===== src/rtl/hbg_pkg.sv =====
package hbg_pkg;
  typedef enum logic [1:0] {
    REQ_NONE = 2'd0,
    REQ_HIGH = 2'd1,
    REQ_LOW  = 2'd2
  } req_e;

  // Truth table of the command pair (upper active-high, lower active-low)
  function automatic req_e decode_req(input logic hi, input logic lo_n);
    if (hi && lo_n)        return REQ_HIGH;
    else if (!hi && !lo_n) return REQ_LOW;
    else                   return REQ_NONE;
  endfunction
endpackage


===== src/rtl/hbg_sync.sv =====
module hbg_sync #(
  parameter int          WIDTH   = 4,
  parameter int          STAGES  = 2,
  parameter logic [WIDTH-1:0] RST_VAL = '0
) (
  input  logic             clk,
  input  logic             rst_n,
  input  logic [WIDTH-1:0] din,
  output logic [WIDTH-1:0] dout
);
  genvar b;
  generate
    for (b = 0; b < WIDTH; b++) begin : g_bit
      logic [STAGES-1:0] chain;
      always_ff @(posedge clk or negedge rst_n) begin
        if (!rst_n) chain <= {STAGES{RST_VAL[b]}};
        else        chain <= {chain[STAGES-2:0], din[b]};
      end
      assign dout[b] = chain[STAGES-1];
    end
  endgenerate
endmodule


===== src/rtl/hbg_deadtime.sv =====
module hbg_deadtime #(
  parameter int DEAD_CYC = 120
) (
  input  logic clk,
  input  logic rst_n,
  input  logic hold,
  input  logic restart,
  output logic open
);
  localparam int CW = $clog2(DEAD_CYC + 1);
  localparam logic [CW-1:0] LOAD = CW'(DEAD_CYC - 1);

  logic [CW-1:0] cnt;

  always_ff @(posedge clk or negedge rst_n) begin
    if (!rst_n)               cnt <= LOAD;
    else if (hold || restart) cnt <= LOAD;
    else if (cnt != '0)       cnt <= cnt - 1'b1;
  end

  assign open = (cnt == '0);

  AST_CNT_BOUND: assert property (@(posedge clk) disable iff (!rst_n)
    cnt <= LOAD);
  AST_RESTART_CLOSES: assert property (@(posedge clk) disable iff (!rst_n)
    restart |=> !open);
  AST_HOLD_CLOSES: assert property (@(posedge clk) disable iff (!rst_n)
    hold |=> !open);
endmodule


===== src/rtl/hbg_gate_ctl.sv =====
module hbg_gate_ctl #(
  parameter int DEAD_CYC    = 120,
  parameter int SYNC_STAGES = 2
) (
  input  logic clk,
  input  logic rst_n,
  input  logic hi_cmd,
  input  logic lo_cmd_n,
  input  logic shdn_n,
  input  logic uv_flag,
  output logic gate_hi,
  output logic gate_lo
);
  import hbg_pkg::*;

  localparam int NIN = 4;
  localparam int RW  = $clog2(DEAD_CYC + 2);
  // reset values: hi=0, lo_n=1, shdn_n=0, uv=1 -> blocked, no request
  localparam logic [NIN-1:0] SYNC_RST = 4'b0101;

  logic [NIN-1:0] raw_in, syn;
  logic s_hi, s_lon, s_sd, s_uv;
  req_e req;
  logic blk, want_h, want_l, open, gh_d, gl_d, fall;

  assign raw_in = {hi_cmd, lo_cmd_n, shdn_n, uv_flag};

  hbg_sync #(.WIDTH(NIN), .STAGES(SYNC_STAGES), .RST_VAL(SYNC_RST)) u_sync (
    .clk(clk), .rst_n(rst_n), .din(raw_in), .dout(syn)
  );

  assign {s_hi, s_lon, s_sd, s_uv} = syn;

  always_comb begin
    req    = decode_req(s_hi, s_lon);
    blk    = !s_sd || s_uv;
    want_h = (req == REQ_HIGH) && !blk;
    want_l = (req == REQ_LOW)  && !blk;
    // a gate may start only when the other is off and the window is over
    gh_d   = want_h && (gate_hi || (open && !gate_lo));
    gl_d   = want_l && (gate_lo || (open && !gate_hi));
    fall   = (gate_hi && !gh_d) || (gate_lo && !gl_d);
  end

  hbg_deadtime #(.DEAD_CYC(DEAD_CYC)) u_dead (
    .clk(clk), .rst_n(rst_n), .hold(blk), .restart(fall), .open(open)
  );

  always_ff @(posedge clk or negedge rst_n) begin
    if (!rst_n) begin
      gate_hi <= 1'b0;
      gate_lo <= 1'b0;
    end else begin
      gate_hi <= gh_d;
      gate_lo <= gl_d;
    end
  end

  // checker state: consecutive cycles with both gates off
  logic [RW-1:0] idle_run;
  always_ff @(posedge clk or negedge rst_n) begin
    if (!rst_n)                   idle_run <= '0;
    else if (gate_hi || gate_lo)  idle_run <= '0;
    else if (idle_run != '1)      idle_run <= idle_run + 1'b1;
  end

  AST_NO_SHOOT: assert property (@(posedge clk) disable iff (!rst_n)
    !(gate_hi && gate_lo));
  AST_SHDN_OFF: assert property (@(posedge clk) disable iff (!rst_n)
    !s_sd |=> !gate_hi && !gate_lo);
  AST_UV_OFF: assert property (@(posedge clk) disable iff (!rst_n)
    s_uv |=> !gate_hi && !gate_lo);
  AST_INTERLOCK: assert property (@(posedge clk) disable iff (!rst_n)
    (s_hi && !s_lon) |=> !gate_hi && !gate_lo);
  AST_NO_REQ: assert property (@(posedge clk) disable iff (!rst_n)
    (!s_hi && s_lon) |=> !gate_hi && !gate_lo);
  AST_HI_SOURCE: assert property (@(posedge clk) disable iff (!rst_n)
    $rose(gate_hi) |-> $past(s_hi && s_lon));
  AST_LO_SOURCE: assert property (@(posedge clk) disable iff (!rst_n)
    $rose(gate_lo) |-> $past(!s_hi && !s_lon));
  AST_DEAD_GAP: assert property (@(posedge clk) disable iff (!rst_n)
    ($rose(gate_hi) || $rose(gate_lo)) |-> (idle_run >= RW'(DEAD_CYC)));
endmodule


===== config.mk =====
export PLATFORM = sky130hd
export DESIGN_NAME = hbg_gate_ctl
export DESIGN_NICKNAME = d
export VERILOG_FILES = /design/src/rtl/hbg_pkg.sv /design/src/rtl/hbg_sync.sv /design/src/rtl/hbg_deadtime.sv /design/src/rtl/hbg_gate_ctl.sv
export SDC_FILE = /design/constraint.sdc
export NUM_CORES = 1
export LEC_CHECK = 0
export ABC_AREA = 1
export BUFFER_PORTS_ARGS = -buffer_cell sky130_fd_sc_hd__buf_4
export CAP_MARGIN = 20
export CORE_AREA = 2 2 39 41
export DETAILED_ROUTE_END_ITERATION = 10
export DIE_AREA = 0 0 41 43
export PLACE_DENSITY = 0.85
export SYNTH_ARGS = -nofsm -noshare
export SYNTH_HDL_FRONTEND = slang
export SYNTH_SLANG_ARGS = --single-unit

===== constraint.sdc =====
create_clock -name clk -period 3 [get_ports clk]
set_input_delay 0.15 -clock clk [delete_from_list [all_inputs] [get_ports clk]]
set_output_delay 0.15 -clock clk [all_outputs]
set_load 0.02 [all_outputs]

; After elaboration in Yosys (flattened, before gate mapping)
; Cells that the tools add are included.
[word_totals]
ram_bits = 0
latch_bits = 0
n_memories = 0
mem_bits_ro = 0
regBits = 17
inputBits = 6
output_inout_bits = 2
[classes]
order_cmp = 0
mul = 0
muxes = 4
n_div = 0
n_addsub = 1
bitwise = 0
n_shift = 0
n_eq_ne = 2
n_reduce_logical = 26
[op_table]
columns = operator, n
row1 = 2-to-1 mux 7 bit, 2
row2 = logical AND 1 bit, 10
row3 = zero test 1 bit, 8
row4 = zero test 7 bit, 1
row5 = nonzero test 7 bit, 1
row6 = subtractor 7 x 1 -> 7 bit (second input constant), 1
row7 = logical OR 1 bit, 5
row8 = 2-to-1 mux 2 bit, 2
row9 = equality test 2 x 1 -> 1 bit (second input constant), 1
row10 = equality test 2 bit (second input constant), 1
row11 = nonzero test 2 bit, 1

; Longest topological paths before layout
; Gate-level depths: netlist of the first run.
[depth]
ltp_word = 12
mapped_depth = 7
depth_no_buf = 7

; Cells and area by module
; A second synthesis of the first run with hierarchy kept.
[unflattened]
cells_unflattened = 84
area_unflattened_um2 = 793.3
[modules_own_cells]
columns = module, cells_each, seq_area_each_um2, area_per_inst_um2, n_inst
row1 = hbg_deadtime, 53, 182.7, 434.2, 1
row2 = hbg_sync, 12, 205.2, 235.2, 1
row3 = hbg_gate_ctl, 19, 50.0, 123.9, 1

; Worst setup path after synthesis of the first run
; OpenSTA, ideal clock, no wires.
[synth_timing]
kind = flip-flop to flip-flop
start = register u_dead.cnt[0]
end = register u_dead.cnt[3]
path_buffers = 0
setup_time_ns = 0.086
slack_ns = 1.799
arrival_time_ns = 1.115
t_required_ns = 2.914
synth_period_minus_slack_ns = 1.201
path_stages_with_launch = 6
cell_sequence = dfstp_2 inv_1 ha_1 nand2_2 nor2_4 nor3_1
[synth_via]
elab_chain_cells = 9
elab_cells_between_ends = 18
[synth_rtl]
columns = item, line
row1 = from (decl), hbg_deadtime.sv:13  ; logic [CW-1:0] cnt;
row2 = from (signal assigned), hbg_deadtime.sv:18  ; else if (cnt != '0) cnt <= cnt - 1'b1;
row3 = branches (longest 9 deep; another with subtractor 7 x 1 -> 7 bit), n/a
; Parallel ways; which one is timed is not known. The select of a mux whose other input is x is not followed.
; A chain may end at the register's enable or synchronous reset.

; Worst setup path in the final report of the first run
; Ends and elaborated chain as after synthesis.

==> impl_metrics.csv, run 1 <==
group,metric,value,unit
power_and_ir_drop,p_leak,0.417,nW
power_and_ir_drop,comb_power_share,0.064,
sta,maximum_clock_frequency,0.767,GHz
setup_path,worst-path-max-fanout,6,
die,die-width,41,µm
setup_path,cp_top_family,"flip-flops",
die,initial_utilization,0.529,
setup_path,critical_path.cell_chain,"inv_1, ha_1, nand2_2, nor2_4, nor3_1",
final_layout,layout-area-overhead-vs-synth,20.9,%
power_and_ir_drop,seq_power_share,0.615,
synthesis,synth_compound_gate_area_share,0.0410,
final_layout,most_frequent_cells_in_the_layout,"22 x sky130_fd_sc_hd__nand2_1, 12 x sky130_fd_sc_hd__inv_1, 10 x sky130_fd_sc_hd__dfstp_2",
sta,finalCriticalPeriod,1.30,ns
clock_tree,worst_skew_pair.late_latency,0.29,ns
synthesis,proportion_of_synthesized_area_in_mux_cells,0,
outcome,run_status,"complete, no violations",
grt,globalRouteOverflowTotal,0,
synthesis,synth.yosys.seq_area_share,0.598,
setup_path,timing.critical_path.buf_inv,1,
die,fp.dieArea,1760,µm²
sta,maxSlewHeadroom,0.830,
power_and_ir_drop,clockPowerShare,0.321,
drt,first_iter_violations,10,
setup_path,category_of_the_worst_setup_path_capture_point,"flop",
die,top_ports,8,
die,floorplan.die.height,43,µm
synthesis,post_synth_instance_area,732,µm²
sta,fin_setup_tns,0,ns
sta,skew,0.00470,ns
synthesis,adder_cell_fraction_of_synth_area,0.0171,
clock_tree,cts.clk_slew.worst_paths,0.10,ns
worst_hold_path,timing.hold.worst.class,"input port to async pin",
synthesis,synth_xor_xnor_area_share,0.0120,
setup_path,criticalPathCategory,"flop to flop",
drt,route.antenna.remaining_nets,0,
clock_tree,clk_path_buf_depth,2,
final_layout,num-nets-final,105,
setup_path,worst_setup_path_start_kind,"flop",
clock_tree,cts-hold-fix-buffers,5,
power_and_ir_drop,intPower,0.303,mW
grt,grt_first_pass_wirelength,1930,µm
clock_tree,cts_tree,"yes",
grt,initial_antenna_violation_count,0,
synthesis,postSynthRegisterBits,17,
power_and_ir_drop,net-switching-power,0.0914,mW
drt,detail_route.first_pass.iterations,4,
power_and_ir_drop,switching_share,0.232,
drt,wl_per_cell,9.84,µm
setup_path,critical-path-max-stage-delay,0.54,ns
sta,rsz0062_at_grt,"no",
grt,grt_max_degree,18,
final_layout,commonest_non_fill_non_tap_cell_in_the_layout,"sky130_fd_sc_hd__nand2_1",
clock_tree,clock_tree.htree_level_count,1,
synthesis,synth_top_family_by_area,"simple AND/OR/NAND/NOR gates",
place,dpl.cell_count,104,
final_layout,drive_gt1_frac,0.268,
drt,via_per_inst,4.95,
sta,finalMaxSlewViolations,0,
sta,worst_pin_slew,0.254,ns
place,gp_congestion,0.729,
place,detailed_place_hpwl,803,µm
setup_path,master_of_the_slowest_instance_on_the_critical_path,"sky130_fd_sc_hd__dfstp_2",
drt,num_vias,559,
clock_tree,cts_buffers,3,
clock_tree,post_cts_resize_count,0,
clock_tree,ctsRootBufferMaster,"sky130_fd_sc_hd__clkbuf_4",
sta,final-hold-violation-count,0,
clock_tree,cts_sinks,17,
setup_path,critical_path_arrival,1.52,ns
synthesis,syn_area_per_cell,9.04,µm²
synthesis,netlist_instances,81,
sta,finalCritPeriodShare,0.435,
final_layout,finalNonFillerCells,113,
final_layout,final_antenna_diode_count,0,
drt,post-route-drc-count,0,
place,port_buffer_count,7,
grt,first_global_vias,502,
synthesis,synthesis.yosys.warnings,0,
power_and_ir_drop,vdd_ir_drop_max,0.000265,V
final_layout,fill_cells,118,
job,drv.max_cap_violation_count,0,
clock_tree,post_cts.repair.setup_buffers,0,
drt,drt_wl_total,1110,µm
grt,grt_util_all_layers,0.170,
synthesis,synth_simple_gate_area_share,0.270,
die,fp-row-count,14,
power_and_ir_drop,total_power,0.394,mW
die,core_area,1380,µm²
power_and_ir_drop,powerDensity,445,nW/µm²
sta,timing.final.setup_violations,0,
setup_path,reg2reg_slack,1.70,ns
setup_path,worst-endpoint-required,3.22,ns
synthesis,synth.distinct_cells,16,
synthesis,net_count_after_synthesis,88,
## routing by layer
layer  share of wire  wire length, µm  GRT usage  vias up
met5               0                0          0        -
met1            0.46              508      0.203      261
li1                -                -          -      282
met3           0.037               41     0.0471        4
met2            0.48              531      0.250       12
met4           0.027               30      0.120        0
## synthesized netlist by cell type
master | n | area share
sky130_fd_sc_hd__o21ai_0 | 2 | 0.014
sky130_fd_sc_hd__xnor2_1 | 1 | 0.012
sky130_fd_sc_hd__nor2_2 | 3 | 0.026
sky130_fd_sc_hd__dfrtp_1 | 7 | 0.24
sky130_fd_sc_hd__a21oi_1 | 2 | 0.014
sky130_fd_sc_hd__nand2_1 | 22 | 0.11
sky130_fd_sc_hd__nor2_1 | 7 | 0.036
sky130_fd_sc_hd__inv_1 | 12 | 0.062
sky130_fd_sc_hd__nor3_1 | 1 | 0.0068
sky130_fd_sc_hd__o21ai_1 | 2 | 0.014
sky130_fd_sc_hd__nand2_2 | 1 | 0.0086
sky130_fd_sc_hd__nand3_1 | 8 | 0.055
sky130_fd_sc_hd__nand3b_1 | 1 | 0.010
sky130_fd_sc_hd__nor2_4 | 1 | 0.015
sky130_fd_sc_hd__dfstp_2 | 10 | 0.36
sky130_fd_sc_hd__ha_1 | 1 | 0.017
## final timing paths
kind,from,to,cells past startpoint
worst max-delay path,u_dead.cnt[0],u_dead.cnt[3],5
worst min-delay path,rst_n,gate_hi,2
worst max register to register,u_dead.cnt[0],u_dead.cnt[3],5
worst min register to register,u_sync.g_bit[1].chain[0],u_sync.g_bit[1].chain[1],0
max in group asynchronous,rst_n,u_dead.cnt[5],2
min in group clk,u_sync.g_bit[1].chain[0],u_sync.g_bit[1].chain[1],0
## state kept, by name (all words and copies together), names as in the netlist
register            cells
gate_lo                 1
u_sync.g_bit.chain      8
gate_hi                 1
u_dead.cnt              7
## power groups by stage
| stage | clock network, mW | logic [mW] | registers, mW |
|---|---|---|---|
| 5_1_grt | 0.144 | 0.0286 | 0.244 |
| 3_3_place_gp | 0 | 0.0197 | 0.246 |
| 3_5_place_dp | 0 | 0.0206 | 0.246 |
| 4_1_cts | 0.132 | 0.0257 | 0.242 |
| 2_1_floorplan | 0 | 0.00953 | 0.246 |
| 6_report | 0.127 | 0.0252 | 0.242 |
## cells by family (layout without fill, tap and decap cells)
| group | after synthesis | count (layout) |
|---|---|---|
| AO/OA/AOI/OAI | 6 | 6 |
| XOR/XNOR | 1 | 1 |
| adder cells (fa/ha/maj) | 1 | 1 |
| buffers and inverters | 12 | 28 |
| flip-flops | 17 | 17 |
| AND/OR/NAND/NOR | 44 | 44 |
## through the flow
stage / setup WS [ns] / util / instance area (µm²) / hold WS (ns)
after floorplan: 1.80 / - / 732 / -0.146
after CTS: 1.70 / 0.639 / 885 / 0.233
final: 1.70 / 0.639 / 885 / 0.235
after global routing: 1.58 / 0.639 / 885 / 0.246
after global placement: 1.75 / 0.581 / 805 / 0.0170
after detailed placement: 1.72 / 0.581 / 805 / 0.0193
## area by class of cell
| type | instances | area, µm² | area share |
|---|---|---|---|
| sequential | 17 | 438 | 0.495 |
| multi-input combinational | 52 | 249 | 0.281 |
| timing repair buffer | 12 | 103 | 0.116 |
| inverter | 12 | 45.0 | 0.0509 |
| clock buffer | 3 | 22.5 | 0.0255 |
| tap | 16 | 20.0 | 0.0226 |
| clock inverter | 1 | 7.51 | 0.00849 |
(Power assumes the default switching activity.)
==> inputs of run 2 (changes only) <==
Settings changed: CORE_AREA 2 2 39 41 to not set, CORE_UTILIZATION set to 54, DIE_AREA 0 0 41 43 to not set, PLACE_DENSITY 0.85 to 0.84.
Clock period 3 ns to 1.3 ns, I/O delays scaled along.
==> run 2 against run 1 <==
Net effect: clock skew hardly changed; critical path depth unchanged; via count down 1.8%; setup slack got worse by 1.6 ns; largest cell class unchanged.
==> impl_metrics.csv, run 2 (synthesized netlist as in run 1, its figures left out) <==
group,metric,value,unit
outcome,run_status,"complete, no violations",
clock_tree,worst_skew_pair.late_latency,0.29,ns
power_and_ir_drop,vdd_ir_drop_max,0.000684,V
die,fp-row-count,12,
worst_hold_path,timing.hold.worst.class,"input port to async pin",
sta,maxSlewHeadroom,0.831,
job,drv.max_cap_violation_count,0,
drt,wl_per_cell,10.9,µm
final_layout,layout_top_registers,"u_sync.g_bit.chain (8), u_dead.cnt (7)",
clock_tree,cts_tree,"yes",
clock_tree,cts_buffers,3,
power_and_ir_drop,powerDensity,1010,nW/µm²
die,top_ports,8,
grt,globalRouteOverflowTotal,0,
final_layout,num-nets-final,105,
final_layout,layout-area-overhead-vs-synth,21.7,%
sta,fin_setup_tns,0,ns
drt,detail_route.first_pass.iterations,4,
final_layout,layout.cell_area.non_filler,891,µm²
sta,timing.final.setup_violations,0,
power_and_ir_drop,total_power,0.903,mW
final_layout,utilization,0.751,
clock_tree,ctsRootBufferMaster,"sky130_fd_sc_hd__clkbuf_4",
clock_tree,clock_tree.htree_level_count,1,
place,dpl-instance-area,802,µm²
final_layout,fill_cells,86,
clock_tree,cts_sinks,17,
clock_tree,cts.clk_slew.worst_paths,0.10,ns
clock_tree,clk_path_buf_depth,2,
setup_path,worst-endpoint-required,1.51,ns
sta,finalMaxSlewViolations,0,
drt,via_per_inst,4.95,
place,detailed_place_hpwl,808,µm
setup_path,rr_startpoint,"u_dead.cnt[1]",
final_layout,drive_gt1_frac,0.278,
setup_path,critical_path_arrival,1.42,ns
grt,grt_max_degree,18,
sta,final-hold-violation-count,0,
final_layout,commonest_non_fill_non_tap_cell_in_the_layout,"sky130_fd_sc_hd__nand2_1",
setup_path,category_of_the_worst_setup_path_capture_point,"flop",
drt,drt_wl_total,1210,µm
final_layout,most_frequent_cells_in_the_layout,"22 x sky130_fd_sc_hd__nand2_1, 11 x sky130_fd_sc_hd__inv_1, 10 x sky130_fd_sc_hd__dfstp_2",
die,initial_utilization,0.617,
final_layout,largest_reg_flops,8,
sta,worst_pin_slew,0.254,ns
final_layout,registers.top_by_ff_count,"u_sync.g_bit.chain",
die,fp.dieArea,1510,µm²
grt,initial_antenna_violation_count,0,
sta,maximum_clock_frequency,0.822,GHz
die,floorplan.die.height,38.8,µm
drt,post-route-drc-count,0,
drt,route.antenna.remaining_nets,0,
sta,skew,0.00440,ns
setup_path,criticalPathCategory,"flop to flop",
setup_path,regToRegEndpoint,"u_dead.cnt[3]",
drt,first_iter_violations,13,
setup_path,r2r.worst_path.cells,5,
setup_path,worst-path-max-fanout,6,
place,gp_congestion,0.783,
sta,finalCritPeriodShare,0.936,
sta,rsz0062_at_grt,"no",
power_and_ir_drop,p_leak,0.414,nW
setup_path,reg2reg_slack,0.08,ns
sta,finalCriticalPeriod,1.22,ns
grt,grt_first_pass_wirelength,2160,µm
setup_path,worst_setup_path_start_kind,"flop",
die,core_area,1190,µm²
final_layout,final_antenna_diode_count,0,
sta,hold_ws,0.158,ns
grt,first_global_vias,540,
drt,num_vias,549,
die,die-width,38.8,µm
grt,grt_util_all_layers,0.225,
place,port_buffer_count,7,
run 2: repair_timing:
item,in CTS,in global routing
endpoints found under the hold margin,21,0
pin swaps,0,3
resized for setup,1,2
setup buffers,0,0
endpoints found under the setup margin,1,6
hold buffers,5,0
cloned,0,0
run 2: final cells by class:
cell class / count / area [µm²] / share of cell area
well taps: 14 / 17.5 / 0.0197
clock buffers: 4 / 26.3 / 0.0295
inverters: 12 / 45.0 / 0.0506
flip-flops and latches: 17 / 438 / 0.492
repair buffers: 12 / 103 / 0.115
multi-input cells: 52 / 262 / 0.294
run 2: where the power goes:
| part | internal, mW | switching [mW] |
|---|---|---|
| clock network | 0.119 | 0.162 |
| logic | 0.0302 | 0.0311 |
| registers | 0.552 | 0.00780 |
| total | 0.702 | 0.201 |
run 2: layer usage:
metal,track usage,share of wire
met1,0.259,0.46
met3,0.0520,0.033
met5,0,0
met2,0.367,0.49
met4,0.155,0.016
run 2: worst max path at each step:
stage	start	end	slack [ns]	depth (start not counted)
after floorplan	u_dead.cnt[0]	u_dead.cnt[3]	0.1	5
after global placement	u_dead.cnt[0]	u_dead.cnt[3]	0.06	5
after detailed placement	u_dead.cnt[0]	u_dead.cnt[3]	0.002	5
after CTS	u_dead.cnt[0]	u_dead.cnt[3]	0.03	5
after global routing	u_sync.g_bit[2].chain[1]	u_dead.cnt[4]	0.006	5
final	u_dead.cnt[1]	u_dead.cnt[3]	0.08	5
run 2: critical path, stage by stage, from the launching register on:
cell and delay (ns):
sky130_fd_sc_hd__dfstp_2 0.55, sky130_fd_sc_hd__inv_1 0.07, sky130_fd_sc_hd__ha_4 0.17, sky130_fd_sc_hd__nand2_2 0.11, sky130_fd_sc_hd__nor2_4 0.06, sky130_fd_sc_hd__nor3_1 0.17
run 2: through the flow:
stage	cells	setup slack [ns]
2_1_floorplan	81	0.0989
3_3_place_gp	102	0.0564
3_5_place_dp	102	0.00165
4_1_cts	111	0.0307
5_1_grt	111	0.00624
6_report	111	0.0838
==> inputs of run 3 (changes only) <==
Settings changed: CORE_AREA set to 2 2 39 41, CORE_UTILIZATION 54 to not set, CTS_BUF_LIST set to sky130_fd_sc_hd__clkbuf_2 sky130_fd_sc_hd__clkbuf_4 sky130_fd_sc_hd__clkbuf_8, DIE_AREA set to 0 0 41 43, PLACE_DENSITY 0.84 to 0.85.
==> run 3 against run 2 <==
Net effect: clock skew grew 0.0092 ns; critical path type unchanged; setup slack better by 0.018 ns; flip-flop and latch count unchanged; global-route usage is 4.9 points lower.
==> impl_metrics.csv, run 3 (synthesized netlist as in run 1, its figures left out) <==
group,metric,value,unit
outcome,run_status,"complete, no violations",
drt,wl_per_cell,10.2,µm
clock_tree,cts_tree,"yes",
sta,maximum_clock_frequency,0.835,GHz
power_and_ir_drop,p_leak,0.413,nW
setup_path,criticalPathCategory,"flop to flop",
final_layout,num-nets-final,105,
drt,first_iter_violations,9,
setup_path,reg2reg_slack,0.10,ns
final_layout,largest_reg_flops,8,
sta,finalCriticalPeriod,1.20,ns
drt,detailroute.wirelength.met2,564,µm
clock_tree,cts.clk_slew.worst_paths,0.11,ns
final_layout,layout.cell_area.non_filler,897,µm²
die,core_area,1380,µm²
place,detailed_place_hpwl,844,µm
power_and_ir_drop,powerDensity,1010,nW/µm²
sta,timing.final.setup_violations,0,
drt,drt_wl_total,1150,µm
drt,wirelength_met1,525,µm
sta,skew,0.0136,ns
final_layout,registers.top_by_ff_count,"u_sync.g_bit.chain",
grt,initial_antenna_violation_count,0,
sta,maxSlewHeadroom,0.845,
drt,route.antenna.remaining_nets,0,
sta,hold_ws,0.150,ns
final_layout,final_antenna_diode_count,0,
sta,worst_pin_slew,0.232,ns
place,port_buffer_count,7,
clock_tree,clock_tree.htree_level_count,1,
setup_path,critical_path_arrival,1.42,ns
drt,num_vias,558,
grt,grt_max_degree,18,
grt,grt_first_pass_wirelength,2010,µm
drt,routed_length_on_met3,31,µm
clock_tree,clk_path_buf_depth,2,
place,dpl.cell_count,104,
setup_path,rr_startpoint,"u_dead.cnt[1]",
grt,globalRouteOverflowTotal,0,
final_layout,finalNonFillerCells,113,
setup_path,regToRegEndpoint,"u_dead.cnt[3]",
power_and_ir_drop,vdd_ir_drop_max,0.000620,V
grt,grt_util_all_layers,0.176,
final_layout,most_frequent_cells_in_the_layout,"22 x sky130_fd_sc_hd__nand2_1, 11 x sky130_fd_sc_hd__inv_1, 10 x sky130_fd_sc_hd__dfstp_2",
clock_tree,cts_sinks,17,
setup_path,worst-path-max-fanout,6,
drt,via_per_inst,4.94,
sta,rsz0062_at_grt,"no",
sta,finalMaxSlewViolations,0,
setup_path,worst_setup_path_start_kind,"flop",
final_layout,commonest_non_fill_non_tap_cell_in_the_layout,"sky130_fd_sc_hd__nand2_1",
worst_hold_path,timing.hold.worst.class,"input port to async pin",
die,initial_utilization,0.529,
sta,fin_setup_tns,0,ns
drt,post-route-drc-count,0,
setup_path,category_of_the_worst_setup_path_capture_point,"flop",
final_layout,layout-area-overhead-vs-synth,22.6,%
grt,first_global_vias,523,
final_layout,drive_gt1_frac,0.289,
sta,finalCritPeriodShare,0.922,
job,drv.max_cap_violation_count,0,
clock_tree,cts_buffers,3,
die,top_ports,8,
place,gp_congestion,0.729,
die,floorplan.die.height,43,µm
final_layout,layout_top_registers,"u_sync.g_bit.chain (8), u_dead.cnt (7)",
setup_path,r2r.worst_path.cells,5,
drt,detail_route.first_pass.iterations,2,
final_layout,fill_cells,108,
place,dpl-instance-area,805,µm²
clock_tree,ctsRootBufferMaster,"sky130_fd_sc_hd__clkbuf_4",
sta,final-hold-violation-count,0,
die,fp-row-count,14,
die,fp.dieArea,1760,µm²
setup_path,worst-endpoint-required,1.52,ns
drt,top_layer_used,"met4",
die,die-width,41,µm
clock_tree,worst_skew_pair.late_latency,0.29,ns
run 3: changes by cell type in the layout (fill, tap and decap cells not counted), sizes merged:
cell      delta
clkinvlp     +1
clkbuf       -1
run 3: power by group:
part,leakage [nW],internal [mW],switching [mW],total [mW]
clock,0.0139,0.117,0.168,0.285
sequential,0.194,0.552,0.00774,0.560
combinational,0.205,0.0298,0.0303,0.0601
total,0.413,0.699,0.206,0.905
run 3: final cells by class:
class	instances	area [µm²]	area share
Clock buffer	3	22.5	0.0251
Clock inverter	1	7.51	0.00837
Inverter	12	45.0	0.0502
Multi-Input combinational cell	52	262	0.291
Sequential cell	17	438	0.488
Tap cell	16	20.0	0.0223
Timing Repair Buffer	12	103	0.114
run 3: timing repair:
action,4_1_cts,5_1_grt
setup buffers,0,0
gates resized for setup,0,3
hold buffers,5,0
setup endpoints to repair,0,6
endpoints found under the hold margin,21,0
run 3: critical path: stages (launching register included):
cell and delay [ns]:
sky130_fd_sc_hd__dfstp_2 0.56, sky130_fd_sc_hd__inv_1 0.07, sky130_fd_sc_hd__ha_4 0.17, sky130_fd_sc_hd__nand2_2 0.11, sky130_fd_sc_hd__nor2_4 0.06, sky130_fd_sc_hd__nor3_1 0.18
run 3: worst max path at each step:
stage,startpoint,to,slack (ns),depth (start not counted)
finish,u_dead.cnt[1],u_dead.cnt[3],0.10,5
global route,u_dead.cnt[1],u_dead.cnt[5],0.02,7
CTS,u_dead.cnt[0],u_dead.cnt[1],0.007,7
detailed placement,u_dead.cnt[0],u_dead.cnt[3],0.02,5
global placement,u_dead.cnt[0],u_dead.cnt[3],0.05,5
floorplan,u_dead.cnt[0],u_dead.cnt[3],0.1,5
run 3: stage by stage:
stage / power (mW) / util / worst slack [ns]
finish: 0.905 / 0.648 / 0.102
CTS: 0.918 / 0.639 / 0.00670
global route: 0.955 / 0.648 / 0.0172
global placement: 0.613 / 0.581 / 0.0541
floorplan: 0.589 / - / 0.0989
detailed placement: 0.616 / 0.581 / 0.0243
run 3: routing by layer:
layer	global-route usage	up-vias
met3	0.0314	4
met4	0.120	0
li1	-	282
met2	0.284	9
met1	0.197	263
met5	0	-
